$ cat src/rtl/wia_pkg.sv
package wia_pkg;
  // Classification of an incoming write response
  typedef enum logic [1:0] {
    EV_NONE = 2'd0,
    EV_CPL  = 2'd1,
    EV_ERR  = 2'd2
  } rsp_ev_e;
endpackage

$ cat src/rtl/wia_free_pick.sv
module wia_free_pick #(
  parameter int ID_W = 3
) (
  input  logic [(1<<ID_W)-1:0] busy,
  output logic                 any_free,
  output logic [ID_W-1:0]      pick
);
  localparam int POOL = 1 << ID_W;

  // Scan from the top down so the lowest free index wins
  always_comb begin
    any_free = 1'b0;
    pick     = '0;
    for (int i = POOL - 1; i >= 0; i--) begin
      if (!busy[i]) begin
        any_free = 1'b1;
        pick     = ID_W'(i);
      end
    end
  end
endmodule

$ cat src/rtl/wia_busy_pool.sv
module wia_busy_pool #(
  parameter int ID_W = 3
) (
  input  logic                 clk,
  input  logic                 rst,
  input  logic                 set_en,
  input  logic [ID_W-1:0]      set_id,
  input  logic                 clr_en,
  input  logic [ID_W-1:0]      clr_id,
  output logic [(1<<ID_W)-1:0] busy,
  output logic [(1<<ID_W)-1:0] busy_d
);
  localparam int POOL = 1 << ID_W;

  for (genvar g = 0; g < POOL; g++) begin : g_bit
    logic hit_set, hit_clr;
    assign hit_set   = set_en && (set_id == ID_W'(g));
    assign hit_clr   = clr_en && (clr_id == ID_W'(g));
    assign busy_d[g] = (busy[g] && !hit_clr) || hit_set;

    always_ff @(posedge clk) begin
      if (rst) busy[g] <= 1'b0;
      else     busy[g] <= busy_d[g];
    end
  end


  grant_free_chk: assert property (@(posedge clk) disable iff (rst)
    set_en |-> !busy[set_id]);


  release_held_chk: assert property (@(posedge clk) disable iff (rst)
    clr_en |-> busy[clr_id]);
endmodule

$ cat src/rtl/wr_id_alloc.sv
module wr_id_alloc #(
  parameter int ID_W   = 3,
  parameter int RESP_W = 2
) (
  input  logic              clk,
  input  logic              rst,
  input  logic              req_valid,
  output logic              req_ready,
  output logic [ID_W-1:0]   req_id,
  input  logic              rsp_valid,
  input  logic [ID_W-1:0]   rsp_id,
  input  logic [RESP_W-1:0] rsp_resp,
  output logic              cpl_valid,
  output logic [ID_W-1:0]   cpl_id,
  output logic [RESP_W-1:0] cpl_resp,
  output logic              err_pulse,
  output logic [ID_W:0]     busy_count
);
  import wia_pkg::*;

  localparam int POOL  = 1 << ID_W;
  localparam int CNT_W = ID_W + 1;

  logic [POOL-1:0] busy, busy_d;
  logic            grant, nxt_free;
  logic [ID_W-1:0] nxt_pick;
  rsp_ev_e         ev;

  assign grant = req_valid && req_ready;

  always_comb begin
    ev = EV_NONE;
    if (rsp_valid) ev = busy[rsp_id] ? EV_CPL : EV_ERR;
  end

  wia_busy_pool #(.ID_W(ID_W)) u_pool (
    .clk    (clk),
    .rst    (rst),
    .set_en (grant),
    .set_id (req_id),
    .clr_en (ev == EV_CPL),
    .clr_id (rsp_id),
    .busy   (busy),
    .busy_d (busy_d)
  );

  // Choose from the next-state bits so the offer is registered
  wia_free_pick #(.ID_W(ID_W)) u_pick (
    .busy     (busy_d),
    .any_free (nxt_free),
    .pick     (nxt_pick)
  );

  always_ff @(posedge clk) begin
    if (rst) begin
      req_ready  <= 1'b1;
      req_id     <= '0;
      busy_count <= '0;
      cpl_valid  <= 1'b0;
      cpl_id     <= '0;
      cpl_resp   <= '0;
      err_pulse  <= 1'b0;
    end else begin
      req_ready  <= nxt_free;
      req_id     <= nxt_pick;
      busy_count <= CNT_W'($countones(busy_d));
      cpl_valid  <= (ev == EV_CPL);
      err_pulse  <= (ev == EV_ERR);
      if (ev == EV_CPL) begin
        cpl_id   <= rsp_id;
        cpl_resp <= rsp_resp;
      end
    end
  end


  offer_free_chk: assert property (@(posedge clk) disable iff (rst)
    req_ready |-> !busy[req_id]);


  full_stall_chk: assert property (@(posedge clk) disable iff (rst)
    (&busy) |-> !req_ready);


  cpl_freed_chk: assert property (@(posedge clk) disable iff (rst)
    cpl_valid |-> !busy[cpl_id]);


  err_excl_chk: assert property (@(posedge clk) disable iff (rst)
    err_pulse |-> !cpl_valid);


  count_bound_chk: assert property (@(posedge clk) disable iff (rst)
    busy_count <= CNT_W'(POOL));
endmodule

$ cat config.mk
export PLATFORM = sky130hd
export DESIGN_NAME = wr_id_alloc
export DESIGN_NICKNAME = d
export VERILOG_FILES = /design/src/rtl/wia_pkg.sv /design/src/rtl/wia_free_pick.sv /design/src/rtl/wia_busy_pool.sv /design/src/rtl/wr_id_alloc.sv
export SDC_FILE = /design/constraint.sdc
export NUM_CORES = 1
export LEC_CHECK = 0
export CAP_MARGIN = 10
export CORE_UTILIZATION = 40
export CTS_BUF_LIST = sky130_fd_sc_hd__clkbuf_4 sky130_fd_sc_hd__clkbuf_8
export CTS_CLUSTER_SIZE = 40
export DETAILED_ROUTE_END_ITERATION = 16
export PLACE_DENSITY = 0.67
export SYNTH_ARGS = -nofsm -noshare
export SYNTH_HDL_FRONTEND = slang
export SYNTH_SLANG_ARGS = --single-unit
$ cat constraint.sdc
create_clock -name clk -period 3.6 [get_ports clk]
set_input_delay 0.36 -clock clk [delete_from_list [all_inputs] [get_ports clk]]
set_output_delay 0.36 -clock clk [all_outputs]
set_load 0.02 [all_outputs]
* After elaboration in Yosys (flattened, before gate mapping)
Cells that the tools add are included.
Word-level totals: output and inout bits 15, input port bits 9, flip-flop bits (word level) 23
Operators by class: add/sub/neg operators 7, $lt $le $gt $ge 1, bitwise logic cells 7, eq/ne operators 16, muxes and demuxes 12, reduce and logical (&&, ||, !) cells 47
Operator list (number):
- $logic_and 1x1->1 | 25
- $eq 3x3->1 const B | 8
- $eq 3x2->1 const B | 4
- $mux 3 | 4
- $add 1x1->2 | 4
- $logic_not 1->1 | 8
- $logic_or 1x1->1 | 8
- $mux 2 | 4
- $reduce_or 8->1 | 1
- $not 1->1 | 7
- $add 2x2->3 | 2
- $eq 3x1->1 const B | 2
- $logic_not 3->1 | 2
- $reduce_or 5->1 | 1
- $add 3x3->4 | 1
- $lt 3x4->1 const B | 1
- $bmux 1 s3 | 1
- $mux 1 | 3
- $reduce_or 3->1 | 1
- $eq 2x1->1 const B | 1
- $eq 2x2->1 const B | 1
- $reduce_or 2->1 | 1

* Depth between registers and ports, before layout
Gate-level depths: netlist of run 1.
depth after elaboration 16, gate-level depth with buffers 15, gate-level depth less buffers 14

* Hierarchy
A second synthesis of run 1 with hierarchy kept.
Second synthesis, totals: cells, all modules 144, area, all modules 1366.3 µm²
Modules (own cells, without submodules):
- wr_id_alloc | cells an instance 73, area an instance 770.7 µm², times used 1, seq. area each 300.3 µm²
- wia_busy_pool | cells an instance 55, area an instance 516.7 µm², times used 1, seq. area each 160.2 µm²
- wia_free_pick | cells an instance 16, area an instance 78.8 µm², times used 1, seq. area each 0.0 µm²

* Worst setup path after synthesis of run 1
Ideal clock, no wire load.
path type input-to-reg, start in rsp_id[1], end reg busy_count[2], required time 3473 ps, library setup time 127 ps, buffers on the path 1, setup slack 88 ps, arrival time 3385 ps, stages 13, cells stage by stage buf_4 -> or3_1 -> a22o_1 -> fa_1 -> inv_1 -> fa_1 -> fa_1 -> inv_1 -> ha_1 -> inv_1 -> fa_1 -> xor2_1 -> nor2_1
Between the ends: cells in the longest elaborated chain, start to end 12
RTL lines:
- from (decl) | RTL line wr_id_alloc.sv:11 | input logic [ID_W-1:0] rsp_id,
- $bmux 1 s3 | RTL line wr_id_alloc.sv:33 | if (rsp_valid) ev = busy[rsp_id] ? EV_CPL : EV_ERR;
- $mux 1 (implied by the code) | RTL line wr_id_alloc.sv:33
- $mux 2 (2 in series) | RTL line wr_id_alloc.sv:33
- $eq 2x1->1 | RTL line wr_id_alloc.sv:41 | .clr_en (ev == EV_CPL),
- $logic_and 1x1->1 * | RTL line wia_busy_pool.sv:18 | assign hit_clr = clr_en && (clr_id == ID_W'(g));
- $logic_not 1->1 * | RTL line wia_busy_pool.sv:19 | assign busy_d[g] = (busy[g] && !hit_clr) || hit_set;
- $logic_and 1x1->1 * | RTL line wia_busy_pool.sv:19
- $logic_or 1x1->1 * | RTL line wia_busy_pool.sv:19
- named net busy_d[0] | RTL line wr_id_alloc.sv:24 | logic [POOL-1:0] busy, busy_d;
- $add 1x1->2 (implied by the code) * | RTL line wr_id_alloc.sv:66 | busy_count <= CNT_W'($countones(busy_d));
- $add 2x2->3 (implied by the code) * | RTL line wr_id_alloc.sv:66
- $add 3x3->4 (implied by the code) * | RTL line wr_id_alloc.sv:66
- to (signal assigned) | RTL line wr_id_alloc.sv:66
- to (decl) | RTL line wr_id_alloc.sv:17 | output logic [ID_W:0] busy_count
The timed path passes the listed nets; every way through them passes the cells marked *. The select of a mux whose other input is x is not followed. A chain may end at the register's enable or synchronous reset.

* Final worst setup path of run 1
start in rsp_valid, end reg busy_count[1]
Between the ends: cells in the longest elaborated chain, start to end 9
RTL lines:
- from (decl) | RTL line wr_id_alloc.sv:10 | input logic rsp_valid,
- $mux 2 | RTL line wr_id_alloc.sv:33
- $eq 2x1->1 | RTL line wr_id_alloc.sv:41
- $logic_and 1x1->1 | RTL line wia_busy_pool.sv:18
- $logic_not 1->1 | RTL line wia_busy_pool.sv:19
- $logic_and 1x1->1 | RTL line wia_busy_pool.sv:19
- $logic_or 1x1->1 | RTL line wia_busy_pool.sv:19
- named net busy_d[0] | RTL line wr_id_alloc.sv:24
- $add 1x1->2 (implied by the code) | RTL line wr_id_alloc.sv:66
- $add 2x2->3 (implied by the code) | RTL line wr_id_alloc.sv:66
- $add 3x3->4 (implied by the code) | RTL line wr_id_alloc.sv:66
The timed path passes the listed nets, and every way through them passes these cells.

==> results by group, run 1 <==
Status
  • Outcome: finished, violations left
  • Failing checks: design-rule violations

Cells and area
  • Area growth syn-to-layout: 36.1%
  • Final core utilization: 59.0%
  • Number of diodes: 0
  • Non-Filler Instances: 204
  • Layout cells sized above 1: 24.3%
  • FILL cells: 237
  • Post-Layout Inst Area: 0.00167 mm²
  • Final nets: 191

Power and ir drop
  • P_int: 367 µW
  • P per Cell Area: 307 mW/mm²
  • Max VDD drop: 0.000213 V
  • Sw frac: 28.4%
  • Leak pwr: 0.000736 µW
  • Sequential fraction of design power: 52.7%
  • Psw: 146 µW
  • Comb power frac: 23.5%
  • Clock network fraction of total power: 23.8%

Critical path
  • CP startpoint kind: primary input
  • Worst Setup SP: rsp_valid
  • Reg2Reg Setup Slack: 0.13 ns
  • CP Class: in2reg
  • Setup crit end: busy_count[1]
  • R2R cell count: 13
  • Reg-to-Reg Start: req_ready
  • CP Capture Type: flip-flop
  • Required @ worst endpoint: 3.79 ns
  • Crit path max fanout: 3
  • Arrival time at the worst endpoint: 3.70 ns
  • R2r endpoint: busy_count[1]

Logic synthesis
  • Top-count cell post-synth: dfxtp_1
  • Cell variety after synth: 44
  • Synth area leader: dfxtp_1
  • Synth top area share: 37.5%
  • Avg Cell Area, Syn: 9.23 µm²
  • FF+latch count, synth: 23
  • Fraction of registers with async set/reset: 0%
  • Cell count after synthesis: 133
  • Synth cell count leaders: dfxtp_1 (23), nor2_1 (14), nand2_1 (13)
  • Synth Flop Type: dfxtp_1
  • Syn nets: 150
  • Top area cells in the synthesized netlist: dfxtp_1 (38%), fa_1 (6.5%), nor2_1 (4.3%)
  • Synth Warn #: 0
  • Seq/Total Area, Yosys: 37.5%
  • Netlist Area Pre-Place: 0.00123 mm²
  • Number of enable flip-flop cells after synthesis: 0

Floorplanning
  • Row cnt: 19
  • Die X: 57.4 µm
  • Die area: 0.00329 mm²
  • # IOs: 24
  • Die extent in y: 57.4 µm
  • Core region area: 0.00283 mm²
  • Starting Density: 43.4%

Clock tree
  • Skew-Pair Late Insertion Delay: 0.32 ns
  • CTS Sinks: 23
  • CTS tree: yes
  • Clk root buf: clkbuf_4
  • # hold bufs at CTS: 0
  • Number of buffers created by CTS: 3
  • Clk buf depth: 2
  • H-tree depth: 1
  • CTS clock-pin slew for the worst setup and hold paths: 0.13 ns

Routing
  • Iteration-0 DRC Markers: 30
  • Post-route ant nets: 0
  • Remaining DRCs: 2
  • WL final: 2.68 mm
  • DR vias/cell: 5.27
  • DR WL/cell: 13.1 µm
  • 1st-pass router iterations: 10
  • Via count: 1075

GRT
  • GRT Total Usage: 17.6%
  • Pin count of the biggest net entering global routing: 21
  • First-pass GRT wire length: 4.48 mm
  • Initial antenna violation count: 0
  • Grt ovf: 0
  • Vias in the first global route: 1009

Timing
  • Setup Viol. Count Final: 0
  • RSZ-0062 raised after global routing: false
  • Hold Fails Final Rpt: 0
  • Min Tclk post-route: 3.51 ns
  • Final Max Slew Viols: 0
  • Clock Skew: 0.00659 ns
  • Setup TNS: 0 ns
  • Slew HR: 49.8%
  • Max frequency: 0.285 GHz
  • Worst-Margin Slew: 0.751 ns
  • Period utilization: 97.5%

Place
  • Dpl hpwl: 2.05 mm
  • Placed inst area: 0.00158 mm²
  • Buffers on Ports: 23
  • Placed Cells: 198
  • Gpl congestion: 0.857

Job
  • Max cap viols: 0

Min path
  • Worst hold path class: in2reg
[power groups by stage]
| stage | clock [µW] | sequential (µW) | combinational (µW) |
|---|---|---|---|
| after detailed placement | 0 | 275 | 110 |
| final | 122 | 270 | 121 |
| after floorplan | 0 | 282 | 53.8 |
| after global placement | 0 | 274 | 108 |
| after global routing | 135 | 271 | 133 |
| after CTS | 126 | 269 | 112 |
[cell usage in the layout, fill, tap and decap left out, types with 3 or more instances in the layout]
| master | Yosys | routed |
|---|---|---|
| a21oi_1 | 8 | 7 |
| dfxtp_1 | 23 | 19 |
| fa_1 | 4 | 3 |
| ha_1 | 4 | 3 |
| dfxtp_2 | 0 | 4 |
| nand2b_1 | 7 | 6 |
| clkdlybuf4s50_1 | 0 | 18 |
| buf_4 | 2 | 18 |
| nand2_1 | 13 | 12 |
| nor2_1 | 14 | 14 |
| inv_1 | 12 | 10 |
| clkbuf_4 | 0 | 3 |
[how the worst min path moves through the flow]
stage,from,slack (ns),depth (start not counted),endpoint
after floorplan,rsp_resp[0],0.50,2,cpl_resp[0]
after detailed placement,cpl_id[1],0.46,2,cpl_id[1]
after global placement,cpl_id[0],0.45,2,cpl_id[0]
after global routing,rsp_id[2],0.46,4,cpl_id[2]
after CTS,cpl_id[1],0.47,2,cpl_id[1]
final,rsp_id[2],0.45,4,cpl_id[2]
[metal layers]
metal | wire, µm | vias to the layer above | GRT usage (%)
met3 | 79 | 4 | 4.08
met2 | 1320 | 18 | 30.9
met5 | 0 | - | 0
met4 | 12 | 0 | 3.14
li1 | - | 541 | -
met1 | 1270 | 512 | 22.2
[worst max-delay path: stages]
cell and delay (ns):
clkdlybuf4s15_1 0.23, nand2b_4 0.07, or3_4 0.33, a22o_4 0.23, fa_1 0.55, inv_2 0.04
fa_1 0.57, fa_1 0.44, inv_1 0.09, ha_2 0.18, inv_1 0.05, fa_2 0.51
nor2_1 0.04
[cells by family after synthesis]
kind of cell / share of synthesized area [%]
buffers and inverters: 6.42
xor gates and xnor gates: 0.714
adders and majority gates: 10.6
muxes: 6.52
AOI/OAI and AO/OA: 15.7
DFF: 37.5
and+or+nand+nor: 22.5
[area by class of cell]
cell class	count	area [µm²]	share of cell area, %
Clock inverter	1	5.00	0.300
Tap cell	31	38.8	2.32
Sequential cell	23	465	27.9
Timing Repair Buffer	41	365	21.9
Clock buffer	3	22.5	1.35
Multi-Input combinational cell	93	728	43.6
Inverter	12	45.0	2.70
[flip-flops by register name (all words and copies together), names as in the netlist]
name and flops:
u_pool.busy 8, busy_count 4, cpl_id 3, req_id 3, cpl_resp 2, cpl_valid 1, err_pulse 1, req_ready 1
[stage by stage]
step                total power, µW  hold slack (ns)  worst slack [ns]
floorplan                       335            0.504            0.0883
global placement                382            0.446            -0.439
detailed placement              384            0.455            -0.498
CTS                             507            0.471            0.0103
global route                    539            0.463            0.0144
finish                          513            0.451            0.0884
[repair_timing]
| action | 4_1_cts | 5_1_grt |
|---|---|---|
| gates resized for setup | 7 | 17 |
| endpoints found under the setup margin | 2 | 2 |
| buffers inserted | 1 | 1 |
| pin swaps | 5 | 6 |
No activity file was read; power rests on OpenSTA's default activity.
==> run 2, diff against run 1 <==
- CORE_UTILIZATION: 40 -> 35
- PLACE_DENSITY: 0.67 -> 0.6
==> results by group, run 2 (synthesis gave the netlist of run 1 again) <==
Timing
  • Setup Viol. Count Final: 0 (unchanged)
  • Final Max Slew Viols: 0 (unchanged)
  • Max frequency: 0.285 GHz (about the same)
  • WHS: 0.468 ns (was 0.451 ns)
  • Min Tclk post-route: 3.51 ns (about the same)
  • Slew HR: 48.9% (was 49.8%)
  • Worst-Margin Slew: 0.764 ns (was 0.751 ns)
  • Final worst slack: 0.0948 ns (was 0.0884 ns)
  • Hold Fails Final Rpt: 0 (unchanged)
  • Period utilization: 97.4% (was 97.5%)
  • Clock Skew: 0.00674 ns (was 0.00659 ns)

Floorplanning
  • Starting Density: 36.8% (was 43.4%)
  • Die area: 0.00375 mm² (was 0.00329 mm²)
  • Die X: 61.2 µm (was 57.4 µm)
  • Core region area: 0.00334 mm² (was 0.00283 mm²)
  • # IOs: 24 (unchanged)
  • Die extent in y: 61.2 µm (was 57.4 µm)
  • Row cnt: 21 (was 19)

Cells and area
  • Final core utilization: 51.0% (was 59.0%)
  • Max FFs per register: 8 (unchanged)
  • Top reg by flops: u_pool.busy (unchanged)
  • Commonest non-fill, non-tap cell in the layout: dfxtp_1 (unchanged)
  • Number of diodes: 0 (unchanged)
  • Area growth syn-to-layout: 38.6% (was 36.1%)
  • Layout cells sized above 1: 24.0% (was 24.3%)
  • Most frequent cells in the layout: dfxtp_1 (23), buf_4 (20), clkdlybuf4s50_1 (18) (was dfxtp_1 (19), clkdlybuf4s50_1 (18), buf_4 (18))
  • Non-Filler Instances: 221 (was 204)
  • Final nets: 193 (was 191)
  • Largest registers: u_pool.busy x8, busy_count x4 (unchanged)

Routing
  • Remaining DRCs: 0 (was 2)
  • WL final: 2.69 mm (was 2.68 mm)
  • Iteration-0 DRC Markers: 35 (was 30)
  • 1st-pass router iterations: 4 (was 10)
  • Post-route ant nets: 0 (unchanged)
  • Via count: 1098 (was 1075)
  • DR vias/cell: 4.97 (was 5.27)
  • DR WL/cell: 12.1 µm (was 13.1 µm)

Critical path
  • CP startpoint kind: primary input (unchanged)
  • Critical Path, Cell by Cell: dlygate4sd2_1 -> nand2b_4 -> o31a_1 -> a21oi_4 -> inv_2 -> fa_1 -> inv_2 -> fa_1 -> fa_1 -> inv_1 -> ha_2 -> inv_2 -> fa_2 -> nor2_1 (was clkdlybuf4s15_1 -> nand2b_4 -> or3_4 -> a22o_4 -> fa_1 -> inv_2 -> fa_1 -> fa_1 -> inv_1 -> ha_2 -> inv_1 -> fa_2 -> nor2_1)
  • Buffers & Inverters on Critical Path: 5 (was 4)
  • Crit-path max cell delay: 0.57 ns (about the same)
  • Required @ worst endpoint: 3.78 ns (was 3.79 ns)
  • Crit path max fanout: 3 (unchanged)
  • Arrival time at the worst endpoint: 3.69 ns (was 3.70 ns)
  • CP Class: in2reg (unchanged)
  • CP top delay family: adder cells (unchanged)
  • CP max stage cell: fa_1 (unchanged)
  • CP Capture Type: flip-flop (unchanged)

Power and ir drop
  • Max VDD drop: 0.000151 V (was 0.000213 V)
  • Leak pwr: 0.000748 µW (was 0.000736 µW)
  • P per Cell Area: 301 mW/mm² (was 307 mW/mm²)
  • Total power: 512 µW (was 513 µW)

Status
  • Outcome: finished clean (was finished, violations left)

GRT
  • Vias in the first global route: 1021 (was 1009)
  • Initial antenna violation count: 0 (unchanged)
  • Pin count of the biggest net entering global routing: 21 (unchanged)
  • GRT Total Usage: 16.0% (was 17.6%)
  • Grt ovf: 0 (unchanged)
  • First-pass GRT wire length: 4.42 mm (was 4.48 mm)

Place
  • Placed Cells: 212 (was 198)
  • Worst slack, placed: -0.512 ns (was -0.498 ns)
  • Gpl congestion: 0.838 (was 0.857)
  • Dpl hpwl: 2.04 mm (was 2.05 mm)
  • Buffers on Ports: 23 (unchanged)

Clock tree
  • Clk buf depth: 2 (unchanged)
  • Number of buffers created by CTS: 3 (unchanged)
  • Skew-Pair Late Insertion Delay: 0.31 ns (was 0.32 ns)
  • H-tree depth: 1 (unchanged)
  • CTS clock-pin slew for the worst setup and hold paths: 0.12 ns (was 0.13 ns)
  • CTS tree: yes (unchanged)
  • CTS Sinks: 23 (unchanged)
  • Clk root buf: clkbuf_4 (unchanged)

Min path
  • Worst hold path class: reg2reg (was in2reg)

Job
  • Max cap viols: 0 (unchanged)
run 2: metrics by stage:
stage          setup TNS, ns  instance area, µm²
6_report                   0                1700
5_1_grt              -0.0222                1700
4_1_cts                    0                1640
3_5_place_dp           -1.17                1590
3_3_place_gp           -1.13                1590
2_1_floorplan              0                1230
run 2: worst paths after layout:
| kind | start | endpoint | slack, ns | cells after the start |
|---|---|---|---|---|
| setup reg to reg | req_id[2] | busy_count[1] | 0.14 | 13 |
| setup / recovery | rsp_valid | busy_count[1] | 0.09 | 14 |
| hold reg to reg | cpl_id[1] | cpl_id[1] | 0.47 | 2 |
| hold / removal | cpl_id[1] | cpl_id[1] | 0.47 | 2 |
run 2: layout make-up:
class                   instances  area [µm²]
fillers                       330        1640
multi-input cells              93         732
flip-flops and latches         23         460
repair buffers                 43         379
well taps                      46        57.6
inverters                      12        45.0
clock buffers                   3        22.5
clock inverters                 1        5.00
run 2: power breakdown:
group	switching, µW	leakage [µW]	total (µW)	internal, µW
logic	58.1	0.000544	122	63.6
registers	6.11	0.000187	270	264
clock network	78.9	0.0000177	120	41.5
run 2: worst min-delay path: stages (launching register included):
cell	delay [ns]
dfxtp_1	0.33
nand2_1	0.05
a21oi_1	0.05
run 2: what timing repair did:
| action | CTS | global route |
|---|---|---|
| endpoints found under the setup margin | 2 | 2 |
| gates cloned | 0 | 0 |
| gates resized for setup | 7 | 14 |
| hold endpoints to repair | 0 | 0 |
| setup buffers | 1 | 4 |
| pin swaps | 6 | 10 |
| hold buffers | 0 | 0 |
run 2: per-layer routing:
layer | wire [µm] | track usage (%)
met2 | 1290 | 25.8
met1 | 1280 | 21.5
met4 | 31 | 6.49
met3 | 80 | 2.52
met5 | 0 | 0
==> run 3, diff against run 2 <==
- ABC_CLOCK_PERIOD_IN_PS: not set -> 3600
==> results of run 3 <==
No change in the layout: final DEF, timing and power equal those of run 2.
